`config.mk`:
```
export PLATFORM = sky130hd
export DESIGN_NAME = noise_gen_top
export DESIGN_NICKNAME = d
export VERILOG_FILES = /design/src/rtl/noise_pkg.sv /design/src/rtl/noise_tick_gen.sv /design/src/rtl/noise_shift_reg.sv /design/src/rtl/noise_slew_filter.sv /design/src/rtl/noise_gen_top.sv
export SDC_FILE = /design/constraint.sdc
export NUM_CORES = 1
export LEC_CHECK = 0
export BUFFER_PORTS_ARGS = -buffer_cell sky130_fd_sc_hd__buf_4
export CORE_MARGIN = 2
export CORE_UTILIZATION = 60
export CTS_BUF_LIST = sky130_fd_sc_hd__clkbuf_8 sky130_fd_sc_hd__clkbuf_16
export DETAILED_ROUTE_END_ITERATION = 7
export PLACE_DENSITY = 0.78
export SYNTH_ARGS = -nofsm -noshare
export SYNTH_HDL_FRONTEND = slang
export SYNTH_SLANG_ARGS = --single-unit
```
`constraint.sdc`:
```
create_clock -name clk -period 2.2 [get_ports clk]
set_input_delay 0.11 -clock clk [delete_from_list [all_inputs] [get_ports clk]]
set_output_delay 0.11 -clock clk [all_outputs]
set_load 0.01 [all_outputs]
```
`src/rtl/noise_pkg.sv`:
```
package noise_pkg;
  localparam int SR_STAGES = 32;
  typedef logic [SR_STAGES-1:0] sr_word_t;
  typedef enum logic {SRC_EXT = 1'b0, SRC_INT = 1'b1} src_sel_e;

  // Stage N of the register is bit N-1 of the word.
  function automatic logic feedback_bit(sr_word_t s);
    logic lin_term;
    logic and_term;
    lin_term = s[1] ^ s[29];
    and_term = s[1] & (&s[29:25]);
    return ~(lin_term | and_term);
  endfunction
endpackage

```
`src/rtl/noise_tick_gen.sv`:
```
module noise_tick_gen #(
  parameter int DIV = 8
) (
  input  logic clk,
  input  logic srst,
  output logic tick
);
  generate
    if (DIV <= 1) begin : g_every
      assign tick = 1'b1;
    end else begin : g_div
      localparam int CW = $clog2(DIV);
      localparam logic [CW-1:0] LAST = CW'(DIV - 1);
      logic [CW-1:0] cnt;
      always_ff @(posedge clk) begin
        if (srst) cnt <= '0;
        else if (cnt == LAST) cnt <= '0;
        else cnt <= cnt + 1'b1;
      end
      assign tick = (cnt == LAST);
    end
  endgenerate
endmodule

```
`src/rtl/noise_shift_reg.sv`:
```
module noise_shift_reg
  import noise_pkg::*;
#(
  parameter sr_word_t SEED = 32'h0000_0001
) (
  input  logic     clk,
  input  logic     srst,
  input  logic     shift_en,
  output sr_word_t state,
  output logic     fb_bit
);
  assign fb_bit = feedback_bit(state);

  always_ff @(posedge clk) begin
    if (srst) state <= SEED;
    else if (shift_en) state <= {state[SR_STAGES-2:0], fb_bit};
  end
endmodule

```
`src/rtl/noise_slew_filter.sv`:
```
module noise_slew_filter #(
  parameter int ACC_W  = 8,
  parameter int STEP_W = 4,
  parameter int HI_TH  = 191,
  parameter int LO_TH  = 64
) (
  input  logic              clk,
  input  logic              srst,
  input  logic              dir_up,
  input  logic [STEP_W-1:0] step_size,
  output logic [ACC_W-1:0]  acc,
  output logic              noise_bit
);
  localparam logic [ACC_W-1:0] ACC_MAX = '1;
  localparam logic [ACC_W-1:0] HI_V = ACC_W'(HI_TH);
  localparam logic [ACC_W-1:0] LO_V = ACC_W'(LO_TH);

  function automatic logic [ACC_W-1:0] slew(logic [ACC_W-1:0] cur,
                                            logic [STEP_W-1:0] st,
                                            logic up);
    logic [ACC_W:0] wide;
    logic [ACC_W:0] stw;
    stw = (ACC_W + 1)'(st);
    if (up) begin
      wide = {1'b0, cur} + stw;
      return (wide > {1'b0, ACC_MAX}) ? ACC_MAX : wide[ACC_W-1:0];
    end
    return (stw > {1'b0, cur}) ? '0 : cur - stw[ACC_W-1:0];
  endfunction

  always_ff @(posedge clk) begin
    if (srst) begin
      acc       <= '0;
      noise_bit <= 1'b0;
    end else begin
      acc <= slew(acc, step_size, dir_up);
      if (acc > HI_V) noise_bit <= 1'b1;
      else if (acc < LO_V) noise_bit <= 1'b0;
    end
  end
endmodule

```
`src/rtl/noise_gen_top.sv`:
```
module noise_gen_top
  import noise_pkg::*;
#(
  parameter sr_word_t SEED   = 32'h0000_0001,
  parameter int       DIV    = 8,
  parameter int       ACC_W  = 8,
  parameter int       STEP_W = 4,
  parameter int       HI_TH  = 191,
  parameter int       LO_TH  = 64
) (
  input  logic              clk,
  input  logic              srst,
  input  logic              clk_sel,
  input  logic              ext_step_en,
  input  logic [STEP_W-1:0] step_size,
  output logic              raw_bit,
  output logic              noise_bit
);
  logic             tick;
  logic             shift_en;
  logic             fb_bit;
  sr_word_t         sr_state;
  logic [ACC_W-1:0] acc_val;
  src_sel_e         src;

  assign src      = src_sel_e'(clk_sel);
  assign shift_en = (src == SRC_INT) ? tick : ext_step_en;

  noise_tick_gen #(.DIV(DIV)) u_tick (
    .clk(clk), .srst(srst), .tick(tick)
  );

  noise_shift_reg #(.SEED(SEED)) u_sr (
    .clk(clk), .srst(srst), .shift_en(shift_en),
    .state(sr_state), .fb_bit(fb_bit)
  );

  assign raw_bit = sr_state[SR_STAGES-1];

  noise_slew_filter #(
    .ACC_W(ACC_W), .STEP_W(STEP_W), .HI_TH(HI_TH), .LO_TH(LO_TH)
  ) u_filt (
    .clk(clk), .srst(srst), .dir_up(raw_bit), .step_size(step_size),
    .acc(acc_val), .noise_bit(noise_bit)
  );
endmodule

```
==> After elaboration in Yosys (flattened, before gate mapping) <==
Cells that the tools add are included.
{ "word_totals": {"out_inout_bits": 2, "latch_bits": 0, "mem_bits_rw": 0, "mem_bits_ro": 0, "elab_cells": 28, "mem_count": 0, "in_bits": 8, "regBits": 44} }
{ "op_classes": {"add_sub_neg": 3, "muxes": 9, "eq_ne": 1, "bitwise": 4, "shift": 0, "n_reduce_logical": 3, "div_mod_pow": 0, "magnitude_cmp": 4, "mul": 0} }
{ "op_table": {"columns": ["op", "count"], "rows": [
  ["$mux 8", 4],
  ["$add 8x4->9", 1],
  ["$gt 9x8->1 const B", 1],
  ["$gt 4x8->1", 1],
  ["$gt 8x8->1 const B", 1],
  ["$lt 8x7->1 const B", 1],
  ["$sub 8x4->8", 1],
  ["$mux 1", 5],
  ["$reduce_and 5->1", 1],
  ["$add 3x1->3 const B", 1],
  ["$eq 3x3->1 const B", 1],
  ["$reduce_bool 2->1", 1],
  ["$reduce_or 2->1", 1],
  ["$and 1x1->1", 1],
  ["$not 1->1", 1],
  ["$or 1x1->1", 1],
  ["$xor 1x1->1", 1]
]} }

==> Longest topological paths before layout <==
Gate-level depths: netlist of run 1.
{ "depth": {"depth_word": 5, "mapped_depth": 9} }

==> Cells and area by module <==
From an unflattened synthesis of run 1, not the netlist that was laid out.
{ "hier_totals": {"cells_unflattened": 235, "area_unflattened_um2": 2279.7} }
{ "modules_own_cells": {"columns": ["mod", "n_inst", "seq_area_each_um2", "cells_each", "area_per_inst_um2"], "rows": [
  ["noise_shift_reg", 1, 640.6, 110, 1176.1],
  ["noise_slew_filter", 1, 180.2, 116, 983.4],
  ["noise_tick_gen", 1, 60.1, 8, 105.1],
  ["noise_gen_top", 1, 0.0, 1, 15.0]
]} }

==> Least setup slack after synthesis of run 1 <==
No wires, ideal clock.
{ "synth_timing": {"path_type": "reg2reg", "startpoint": "register u_filt.acc[0]", "endpoint": "register u_filt.acc[5]", "path_slack_ns": 0.200, "synth_period_minus_slack_ns": 2.000, "required_ns": 2.069, "arrival_time_ns": 1.869, "n_path_buf": 0, "stages_incl_launch_ff": 8, "cell_sequence": "dfxtp_1 ha_1 fa_1 nor3b_1 a211o_1 a221o_1 a22oi_1 a21oi_1"} }
{ "synth_via": {"elab_chain_cells": 5, "word_cells_on_any_way": 8, "classes_between": "2 x add/sub; 2 x order compare; 4 x mux"} }
{ "synth_lines": {"columns": ["item", "line_no", "source"], "rows": [
  ["start, declared", "noise_slew_filter.sv:11", "output logic [ACC_W-1:0] acc,"],
  ["start signal, assigned", "noise_slew_filter.sv:36", "acc <= slew(acc, step_size, dir_up);"],
  ["$add 8x4->9", "noise_slew_filter.sv:25", "wide = {1'b0, cur} + stw;"],
  ["$gt 9x8->1", "noise_slew_filter.sv:26", "return (wide > {1'b0, ACC_MAX}) ? ACC_MAX : wide[ACC_W-1:0];"],
  ["$mux 8", "noise_slew_filter.sv:26", null],
  ["$mux 8", "noise_slew_filter.sv:24", "if (up) begin"],
  ["$mux 8 *", "noise_slew_filter.sv:28", "return (stw > {1'b0, cur}) ? '0 : cur - stw[ACC_W-1:0];"]
]} }
Every way passes the cells marked *; elsewhere a longest branch is shown, timed or not. The select of a mux whose other input is x is not followed.
A chain may end at the register's enable or synchronous reset.

==> Worst setup path after layout of run 1 <==
Same ends and word-level chain as after synthesis.

==> results.json, run 1 <==
{
  "period_share": 0.917,
  "htree_levels": 2,
  "syn_to_final_growth_pct": 9.85,
  "clk_latency_ns": 0.30,
  "drv_slew": 0,
  "synth_edf_count": 0,
  "synth_area_per_cell_sq_um": 8.19,
  "drc": 0,
  "numCtsBuffers": 5,
  "max-vdd-ir-drop_mv": 0.820,
  "outcome": "completed",
  "ctsResizeCount": 0,
  "power.switching_w": 0.000824,
  "netlist_area_sq_um": 2120,
  "synth_area_leader_cell": "dfxtp_1",
  "grt_usage": 0.213,
  "synthTopCellsByArea": "dfxtp_1 (42%), nand2_1 (12%), a21oi_1 (8.5%), ha_1 (8.3%), a221oi_1 (2.9%)",
  "chipWidth_um": 63.5,
  "tightest_slew_ns": 0.607,
  "synth_compound_area_frac": 0.201,
  "yosysWarnings": 0,
  "num_vias": 1735,
  "cts_tree": "yes",
  "power.share.sequential": 0.403,
  "grt_antenna_before_repair": 0,
  "crit_path_end_kind": "flop",
  "viasPerCell": 5.58,
  "synth_most_common_cell": "nand2_1",
  "ys_seq_elements": 44,
  "async_flop_share": 0,
  "hold_violations": 0,
  "drt_iter0_markers": 135,
  "yosys-top-cells-count": "nand2_1 (67), dfxtp_1 (44), a21oi_1 (36)",
  "cts-root-buf": "clkbuf_8",
  "boundaryPins": 10,
  "crit_path_start": "u_filt.acc[0]$_SDFF_PP0_",
  "path_clk_slew_ns": 0.09,
  "clock_power_share": 0.264,
  "dp_hpwl_mm": 2.46,
  "rsz0062_at_grt": "no",
  "synth_top_family_by_area": "simple AND/OR/NAND/NOR gates",
  "cts.sinks": 44,
  "cts_hold_buf": 0,
  "nNetsFinal": 288,
  "place_inst": 303,
  "synthMuxAreaShare": 0.0147,
  "cts_buffer_depth": 2,
  "die_h_um": 63.5,
  "grt_pass1_wl_mm": 6.74,
  "core_sq_um": 3360,
  "min_path_type": "in -> reg",
  "p_leak_nw": 0.885,
  "ant_nets": 0,
  "clock.fmax_mhz": 496,
  "skew_ns": 0.00907,
  "io_buffer_count": 9,
  "min_period_ns": 2.02,
  "gp_congestion": 0.843,
  "drv_cap": 0,
  "powerDensity_nw_per_um2": 1040,
  "tns_ns": 0,
  "post_cts_buffers": 0,
  "pwr-share-comb": 0.333,
  "rr_startpoint": "u_filt.acc[0]$_SDFF_PP0_",
  "dr.pass1.iters": 4,
  "wl_mm": 3.82,
  "drive_above_1_share": 0.0981,
  "synth_xor_area_frac": 0,
  "wire_per_inst_um": 12.3,
  "yosys.area.top_type_share": 0.415,
  "synth_fp_nets": 283,
  "worstPathArrival_ns": 2.20,
  "synthSimpleGateAreaFrac": 0.214,
  "finalNonFillerCells": 311,
  "start_kind": "flop",
  "yosysUniqueCellTypes": 40,
  "grt_max_degree": 42,
  "path_max_fanout": 6,
  "critPathKind": "reg -> reg",
  "die_area_sq_um": 4030,
  "rows": 21,
  "slew_headroom": 0.594,
  "critPathCapture": "u_filt.acc[5]$_SDFF_PP0_",
  "r2r_end": "u_filt.acc[5]$_SDFF_PP0_",
  "reg2reg_setup_slack_ns": 0.18,
  "synthCells": 259,
  "initial_core_util": 0.631,
  "p_int_w": 0.00159,
  "synth-main-ff-cell": "dfxtp_1",
  "first_global_vias": 1548,
  "yosys.area_share.adder": 0.101,
  "cp_data_required_time_ns": 2.38,
  "grt_overflow": 0,
  "power_switching_share": 0.341,
  "fillCellCount": 296,
  "reg2reg_depth": 7,
  "num_antenna_cells": 0,
  "synth-seq-area-share": 0.415,
  "finalSetupViolCount": 0
}
[flip-flops by register name (all words and copies together), names as in the netlist]
| register | cells |
|---|---|
| u_sr.state | 32 |
| u_filt.acc | 8 |
| u_tick.g_div.cnt | 3 |
| u_filt.noise_bit | 1 |
[stage by stage]
stage | hold slack [ns] | util | setup slack, ns | power (W) | area [sq um]
floorplan | 0.336 | - | 0.200 | 0.00162 | 2120
global placement | 0.410 | 0.657 | 0.124 | 0.00177 | 2210
detailed placement | 0.415 | 0.657 | 0.100 | 0.00177 | 2210
CTS | 0.137 | 0.692 | 0.0843 | 0.00241 | 2330
global route | 0.156 | 0.693 | 0.0290 | 0.00259 | 2330
finish | 0.138 | 0.693 | 0.183 | 0.00241 | 2330
[worst max-delay path, stage by stage (launching register included)]
cell     delay [ns]
dfxtp_1        0.32
ha_1           0.20
fa_2           0.35
nor3b_1        0.14
a211o_1        0.29
a221o_1        0.36
a22oi_1        0.13
a21oi_1        0.09
[kinds of logic after synthesis]
kind of cell	Yosys count
compound gates	68
fa+ha+maj	16
buf+inv	28
flops	44
mux	3
simple gates	100
[cell type report]
class | instances | area [sq um] | share of cell area
Timing Repair Buffer | 12 | 90.1 | 0.0387
Tap cell | 46 | 57.6 | 0.0247
Clock inverter | 3 | 47.5 | 0.0204
Sequential cell | 44 | 881 | 0.378
Multi-Input combinational cell | 187 | 1130 | 0.486
Clock buffer | 5 | 68.8 | 0.0295
Inverter | 14 | 52.6 | 0.0226
[cells in the final DEF, fill, tap and decap left out, types with 2 or more instances in the layout]
cell type,instances
a211o_1,2
a211oi_1,4
a21o_1,2
a21oi_1,36
a221oi_1,7
buf_4,12
clkbuf_8,5
clkinv_4,2
dfxtp_1,44
ha_1,14
inv_1,14
nand2_1,67
nand2b_1,2
nand3_1,3
nor2_1,7
nor2b_1,3
nor3_1,3
nor3b_1,4
o211ai_1,3
o21ai_0,7
or4_1,2
[per-layer routing]
metal  up-vias  GRT usage  wire (um)  share of wire
met1       783      0.279       1850           0.48
met4         0     0.0870         61          0.016
met3         8     0.0696        243          0.064
met2        47      0.324       1660           0.44
met5         -          0          0              0
li1        897          -          -              -
[how the worst min path moves through the flow]
stage,to,cells after the start,slack [ns],startpoint
2_1_floorplan,u_filt.acc[0]$_SDFF_PP0_,2,0.34,step_size[0]
3_3_place_gp,u_tick.g_div.cnt[0]$_SDFF_PP0_,1,0.41,u_tick.g_div.cnt[0]$_SDFF_PP0_
3_5_place_dp,u_tick.g_div.cnt[0]$_SDFF_PP0_,1,0.41,u_tick.g_div.cnt[0]$_SDFF_PP0_
4_1_cts,u_filt.acc[0]$_SDFF_PP0_,3,0.14,step_size[0]
5_1_grt,u_filt.acc[0]$_SDFF_PP0_,3,0.16,step_size[0]
6_report,u_filt.acc[0]$_SDFF_PP0_,3,0.14,step_size[0]
[power groups by stage]
| stage | combinational [W] | sequential (W) | clock [W] |
|---|---|---|---|
| 2_1_floorplan | 0.000675 | 0.000941 | 0 |
| 3_3_place_gp | 0.000782 | 0.000992 | 0 |
| 3_5_place_dp | 0.000783 | 0.000990 | 0 |
| 4_1_cts | 0.000790 | 0.000973 | 0.000649 |
| 5_1_grt | 0.000921 | 0.000992 | 0.000679 |
| 6_report | 0.000804 | 0.000974 | 0.000636 |
(Power assumes the default switching activity.)
==> run 2, diff against run 1 <==
- clock period: 2.2 -> 2.39 ns (I/O delays scaled with it)
==> run 2 against run 1 <==
Effect of this change: die area is the same; register-to-register slack better by 0.07 ns; cell count down 0.64%; sequential power decreased by 7.4%; worst hold slack gained 0.040 ns; non-clock buffer count decreased by 2; critical path type unchanged.
==> results.json, run 2 (synthesized netlist as in run 1, its figures left out) <==
{
  "outcome": "completed",
  "path_max_fanout": 6,
  "cp_data_required_time_ns": 2.57,
  "core_sq_um": 3360,
  "worstPathArrival_ns": 2.32,
  "hold_violations": 0,
  "clk_latency_ns": 0.30,
  "critPathKind": "reg -> reg",
  "dr.pass1.iters": 4,
  "cts_tree": "yes",
  "tightest_slew_ns": 0.658,
  "cts.sinks": 44,
  "drive_above_1_share": 0.0875,
  "num_vias": 1702,
  "die_h_um": 63.5,
  "min_path_type": "in -> reg",
  "chipWidth_um": 63.5,
  "slew_headroom": 0.560,
  "first_global_vias": 1547,
  "period_share": 0.895,
  "ant_nets": 0,
  "drv_cap": 0,
  "boundaryPins": 10,
  "wl_mm": 3.82,
  "start_kind": "flop",
  "reg.largest.list": "u_sr.state x32, u_filt.acc x8, u_tick.g_div.cnt x3",
  "max-vdd-ir-drop_mv": 0.770,
  "num_antenna_cells": 0,
  "worst_slack_ns": 0.252,
  "regMostFlops": "u_sr.state",
  "grt_overflow": 0,
  "numCtsBuffers": 5,
  "dp_hpwl_mm": 2.53,
  "skew_ns": 0.00928,
  "nNetsFinal": 286,
  "initial_core_util": 0.631,
  "cts_hold_buf": 0,
  "crit_slowest_cell": "fa_1",
  "p_leak_nw": 0.880,
  "holdWs_ns": 0.178,
  "post_cts_buffers": 0,
  "layout_common_cells": "nand2_1 (67), dfxtp_1 (44), a21oi_1 (36), inv_1 (14), ha_1 (14)",
  "grt_max_degree": 42,
  "grt_usage": 0.205,
  "path_clk_slew_ns": 0.09,
  "grt_pass1_wl_mm": 6.70,
  "fillCellCount": 306,
  "dp_slack_ns": 0.259,
  "viasPerCell": 5.51,
  "final_cell_area_sq_um": 2320,
  "drt_iter0_markers": 136,
  "drv_slew": 0,
  "syn_to_final_growth_pct": 9.26,
  "rows": 21,
  "ctsResizeCount": 0,
  "io_buffer_count": 9,
  "gp_congestion": 0.848,
  "cts-root-buf": "clkbuf_8",
  "crit_chain": "ha_1, fa_1, nor3b_1, a211o_1, a221o_1, a22oi_1, a21oi_1",
  "drc": 0,
  "mostFrequentLayoutCell": "nand2_1",
  "clock.fmax_mhz": 468,
  "powerDensity_nw_per_um2": 953,
  "postLayoutCoreUtil": 0.689,
  "die_area_sq_um": 4030,
  "grt_antenna_before_repair": 0,
  "crit_path_end_kind": "flop",
  "min_period_ns": 2.14,
  "cts_buffer_depth": 2,
  "largest_reg_flops": 32,
  "tns_ns": 0,
  "htree_levels": 2,
  "wire_per_inst_um": 12.4,
  "finalSetupViolCount": 0,
  "slowest_delay_ns": 0.40,
  "dpl_cell_area_sq_um": 2200,
  "rsz0062_at_grt": "no"
}
## run 2: cell types whose count changed in the layout (fill, tap and decap cells not counted)
cell,before,now
clkbuf_8,5,6
a21boi_1,1,0
buf_4,12,10
clkinv_4,2,1
a21boi_0,0,1
fa_1,1,2
fa_2,1,0
## run 2: metrics by stage
step                total power (W)  cells
detailed placement          0.00161    301
CTS                         0.00222    309
floorplan                   0.00149    259
global route                0.00235    309
finish                      0.00221    309
global placement            0.00161    301
## run 2: per-layer routing
metal,wire (um),GRT usage,share of wire,vias to the layer above
li1,-,-,-,891
met4,31,0.0707,0.0081,0
met5,0,0,0,-
met3,198,0.0429,0.052,5
met1,1980,0.277,0.52,770
met2,1610,0.326,0.42,36
## run 2: critical path, delay by kind of cell, from the launching register on
family | cells | cell delay [ns]
AOI/OAI and AO/OA | 4 | 0.94
adders and majority gates | 2 | 0.60
DFF | 1 | 0.32
and+or+nand+nor | 1 | 0.16
## run 2: final timing paths
path / from / end / slack [ns] / cells after the start
worst max-delay path: u_filt.acc[0]$_SDFF_PP0_ / u_filt.acc[5]$_SDFF_PP0_ / 0.25 / 7
worst min-delay path: step_size[0] / u_filt.acc[0]$_SDFF_PP0_ / 0.18 / 3
worst max register to register: u_filt.acc[0]$_SDFF_PP0_ / u_filt.acc[5]$_SDFF_PP0_ / 0.25 / 7
worst min register to register: u_tick.g_div.cnt[0]$_SDFF_PP0_ / u_tick.g_div.cnt[0]$_SDFF_PP0_ / 0.43 / 1
## run 2: where the power goes
group	switching (W)	total, W	internal [W]
clock	0.000251	0.000593	0.000342
combinational	0.000391	0.000713	0.000322
sequential	0.0000964	0.000902	0.000806
## run 2: layout make-up
class	count	area (sq um)	area share
inverter	14	52.6	0.0227
timing repair buffer	10	75.1	0.0324
clock inverter	2	38.8	0.0167
multi-input combinational	187	1130	0.488
clock buffer	6	82.6	0.0356
sequential	44	881	0.380
tap	46	57.6	0.0248
==> run 3, diff against run 2 <==
- clock period: 2.39 -> 2.6 ns (I/O delays scaled with it)
==> run 3 against run 2 <==
Effect of this change: fmax is 0.59% lower; non-clock buffer count stayed put; utilization is 0.15 points lower; global-route usage is 0.37 points lower; setup slack better by 0.20 ns; sequential cell count stayed put; clock skew hardly changed; sequential share of layout area is 0.082 points higher; largest cell class unchanged.
==> results.json, run 3 (synthesized netlist as in run 1, its figures left out) <==
{
  "outcome": "completed",
  "rr_startpoint": "u_filt.acc[2]$_SDFF_PP0_",
  "max-vdd-ir-drop_mv": 0.422,
  "grt_max_degree": 42,
  "clk_latency_ns": 0.29,
  "tns_ns": 0,
  "wl_mm": 3.78,
  "hold_depth": 3,
  "cts_hold_buf": 0,
  "ctsResizeCount": 0,
  "reg.largest.list": "u_sr.state x32, u_filt.acc x8, u_tick.g_div.cnt x3",
  "numCtsBuffers": 5,
  "clock.fmax_mhz": 465,
  "largest_reg_flops": 32,
  "syn_to_final_growth_pct": 9.03,
  "regArea_sq_um": 881,
  "grt_usage": 0.202,
  "holdWs_ns": 0.172,
  "place_inst": 301,
  "crit_chain": "ha_1, and2b_1, o31ai_1, a211oi_1, a311oi_1, o21ai_0",
  "worstPathArrival_ns": 2.32,
  "rows": 21,
  "gp_congestion": 0.835,
  "p_leak_nw": 0.877,
  "start_kind": "flop",
  "min_period_ns": 2.15,
  "finalSetupViolCount": 0,
  "r2r_end": "u_filt.acc[7]$_SDFF_PP0_",
  "cts-root-buf": "clkbuf_8",
  "layout_common_cells": "nand2_1 (67), dfxtp_1 (44), a21oi_1 (36), inv_1 (14), ha_1 (14)",
  "path_max_fanout": 9,
  "grt_antenna_before_repair": 0,
  "num_vias": 1710,
  "period_share": 0.827,
  "finalNonFillerCells": 309,
  "num_antenna_cells": 0,
  "die_area_sq_um": 4030,
  "initial_core_util": 0.631,
  "skew_ns": 0.00943,
  "boundaryPins": 10,
  "drv_slew": 0,
  "dp_hpwl_mm": 2.48,
  "first_global_vias": 1600,
  "cp_data_required_time_ns": 2.77,
  "dp_slack_ns": 0.475,
  "htree_levels": 2,
  "crit_path_end_kind": "flop",
  "grt_pass1_wl_mm": 6.61,
  "chipWidth_um": 63.5,
  "rsz0062_at_grt": "no",
  "reg2reg_depth": 6,
  "multi_input_area_sq_um": 1130,
  "worst_hold_path.endpoint": "u_filt.acc[0]$_SDFF_PP0_",
  "slew_headroom": 0.592,
  "cts_buffer_depth": 2,
  "powerDensity_nw_per_um2": 867,
  "cts.sinks": 44,
  "dr.pass1.iters": 5,
  "grt_overflow": 0,
  "mostFrequentLayoutCell": "nand2_1",
  "min_path_type": "in -> reg",
  "regMostFlops": "u_sr.state",
  "crit_slowest_cell": "o31ai_1",
  "io_buffer_count": 9,
  "worst_slack_ns": 0.449,
  "drive_above_1_share": 0.0875,
  "tightest_slew_ns": 0.609,
  "wire_per_inst_um": 12.2,
  "drt_iter0_markers": 113,
  "hp-start": "step_size[0]",
  "cts_tree": "yes",
  "reg2reg_setup_slack_ns": 0.45,
  "post_cts_buffers": 0,
  "path_clk_slew_ns": 0.09,
  "die_h_um": 63.5,
  "hold_violations": 0,
  "drv_cap": 0,
  "core_sq_um": 3360,
  "viasPerCell": 5.53,
  "fillCellCount": 298,
  "nNetsFinal": 286,
  "drc": 0,
  "slowest_delay_ns": 0.49,
  "critPathKind": "reg -> reg",
  "ant_nets": 0
}
run 3: cell types whose count changed in the layout (fill, tap and decap cells not counted), sizes merged:
cell and delta:
clkbuf -1, clkinv +1
run 3: cell type report:
class,instances,share of cell area
Tap cell,46,0.0249
Clock inverter,3,0.0206
Sequential cell,44,0.381
Clock buffer,5,0.0298
Multi-Input combinational cell,187,0.489
Timing Repair Buffer,10,0.0325
Inverter,14,0.0227
run 3: critical path: cells and delay by family, from the launching register on:
kind	cells	cell delay (ns)
adder cells (fa/ha/maj)	1	0.43
AND/OR/NAND/NOR	1	0.23
AO/OA/AOI/OAI	4	1.04
flip-flops	1	0.33
run 3: worst max-delay path by stage:
stage,slack [ns],from,to
floorplan,0.60,u_filt.acc[0]$_SDFF_PP0_,u_filt.acc[5]$_SDFF_PP0_
global placement,0.53,u_filt.acc[0]$_SDFF_PP0_,u_filt.acc[5]$_SDFF_PP0_
detailed placement,0.48,u_filt.acc[0]$_SDFF_PP0_,u_filt.acc[5]$_SDFF_PP0_
CTS,0.47,u_filt.acc[0]$_SDFF_PP0_,u_filt.acc[5]$_SDFF_PP0_
global route,0.33,u_filt.acc[0]$_SDFF_PP0_,u_filt.acc[5]$_SDFF_PP0_
finish,0.45,u_filt.acc[2]$_SDFF_PP0_,u_filt.acc[7]$_SDFF_PP0_
run 3: per-stage QoR:
step | total power [W] | cell area, sq um | util
2_1_floorplan | 0.00137 | 2120 | -
3_3_place_gp | 0.00148 | 2200 | 0.653
3_5_place_dp | 0.00148 | 2200 | 0.653
4_1_cts | 0.00201 | 2310 | 0.688
5_1_grt | 0.00214 | 2310 | 0.688
6_report | 0.00201 | 2310 | 0.688
run 3: power by group:
part | switching (W) | total, W | internal [W] | leakage [nW]
sequential | 0.0000861 | 0.000827 | 0.000741 | 0.357
combinational | 0.000355 | 0.000649 | 0.000295 | 0.461
clock | 0.000239 | 0.000529 | 0.000289 | 0.0583
run 3: layer usage:
layer	track usage	share of wire
met1	0.265	0.51
met2	0.334	0.45
met3	0.0375	0.036
met4	0.0652	0.0037
met5	0	0
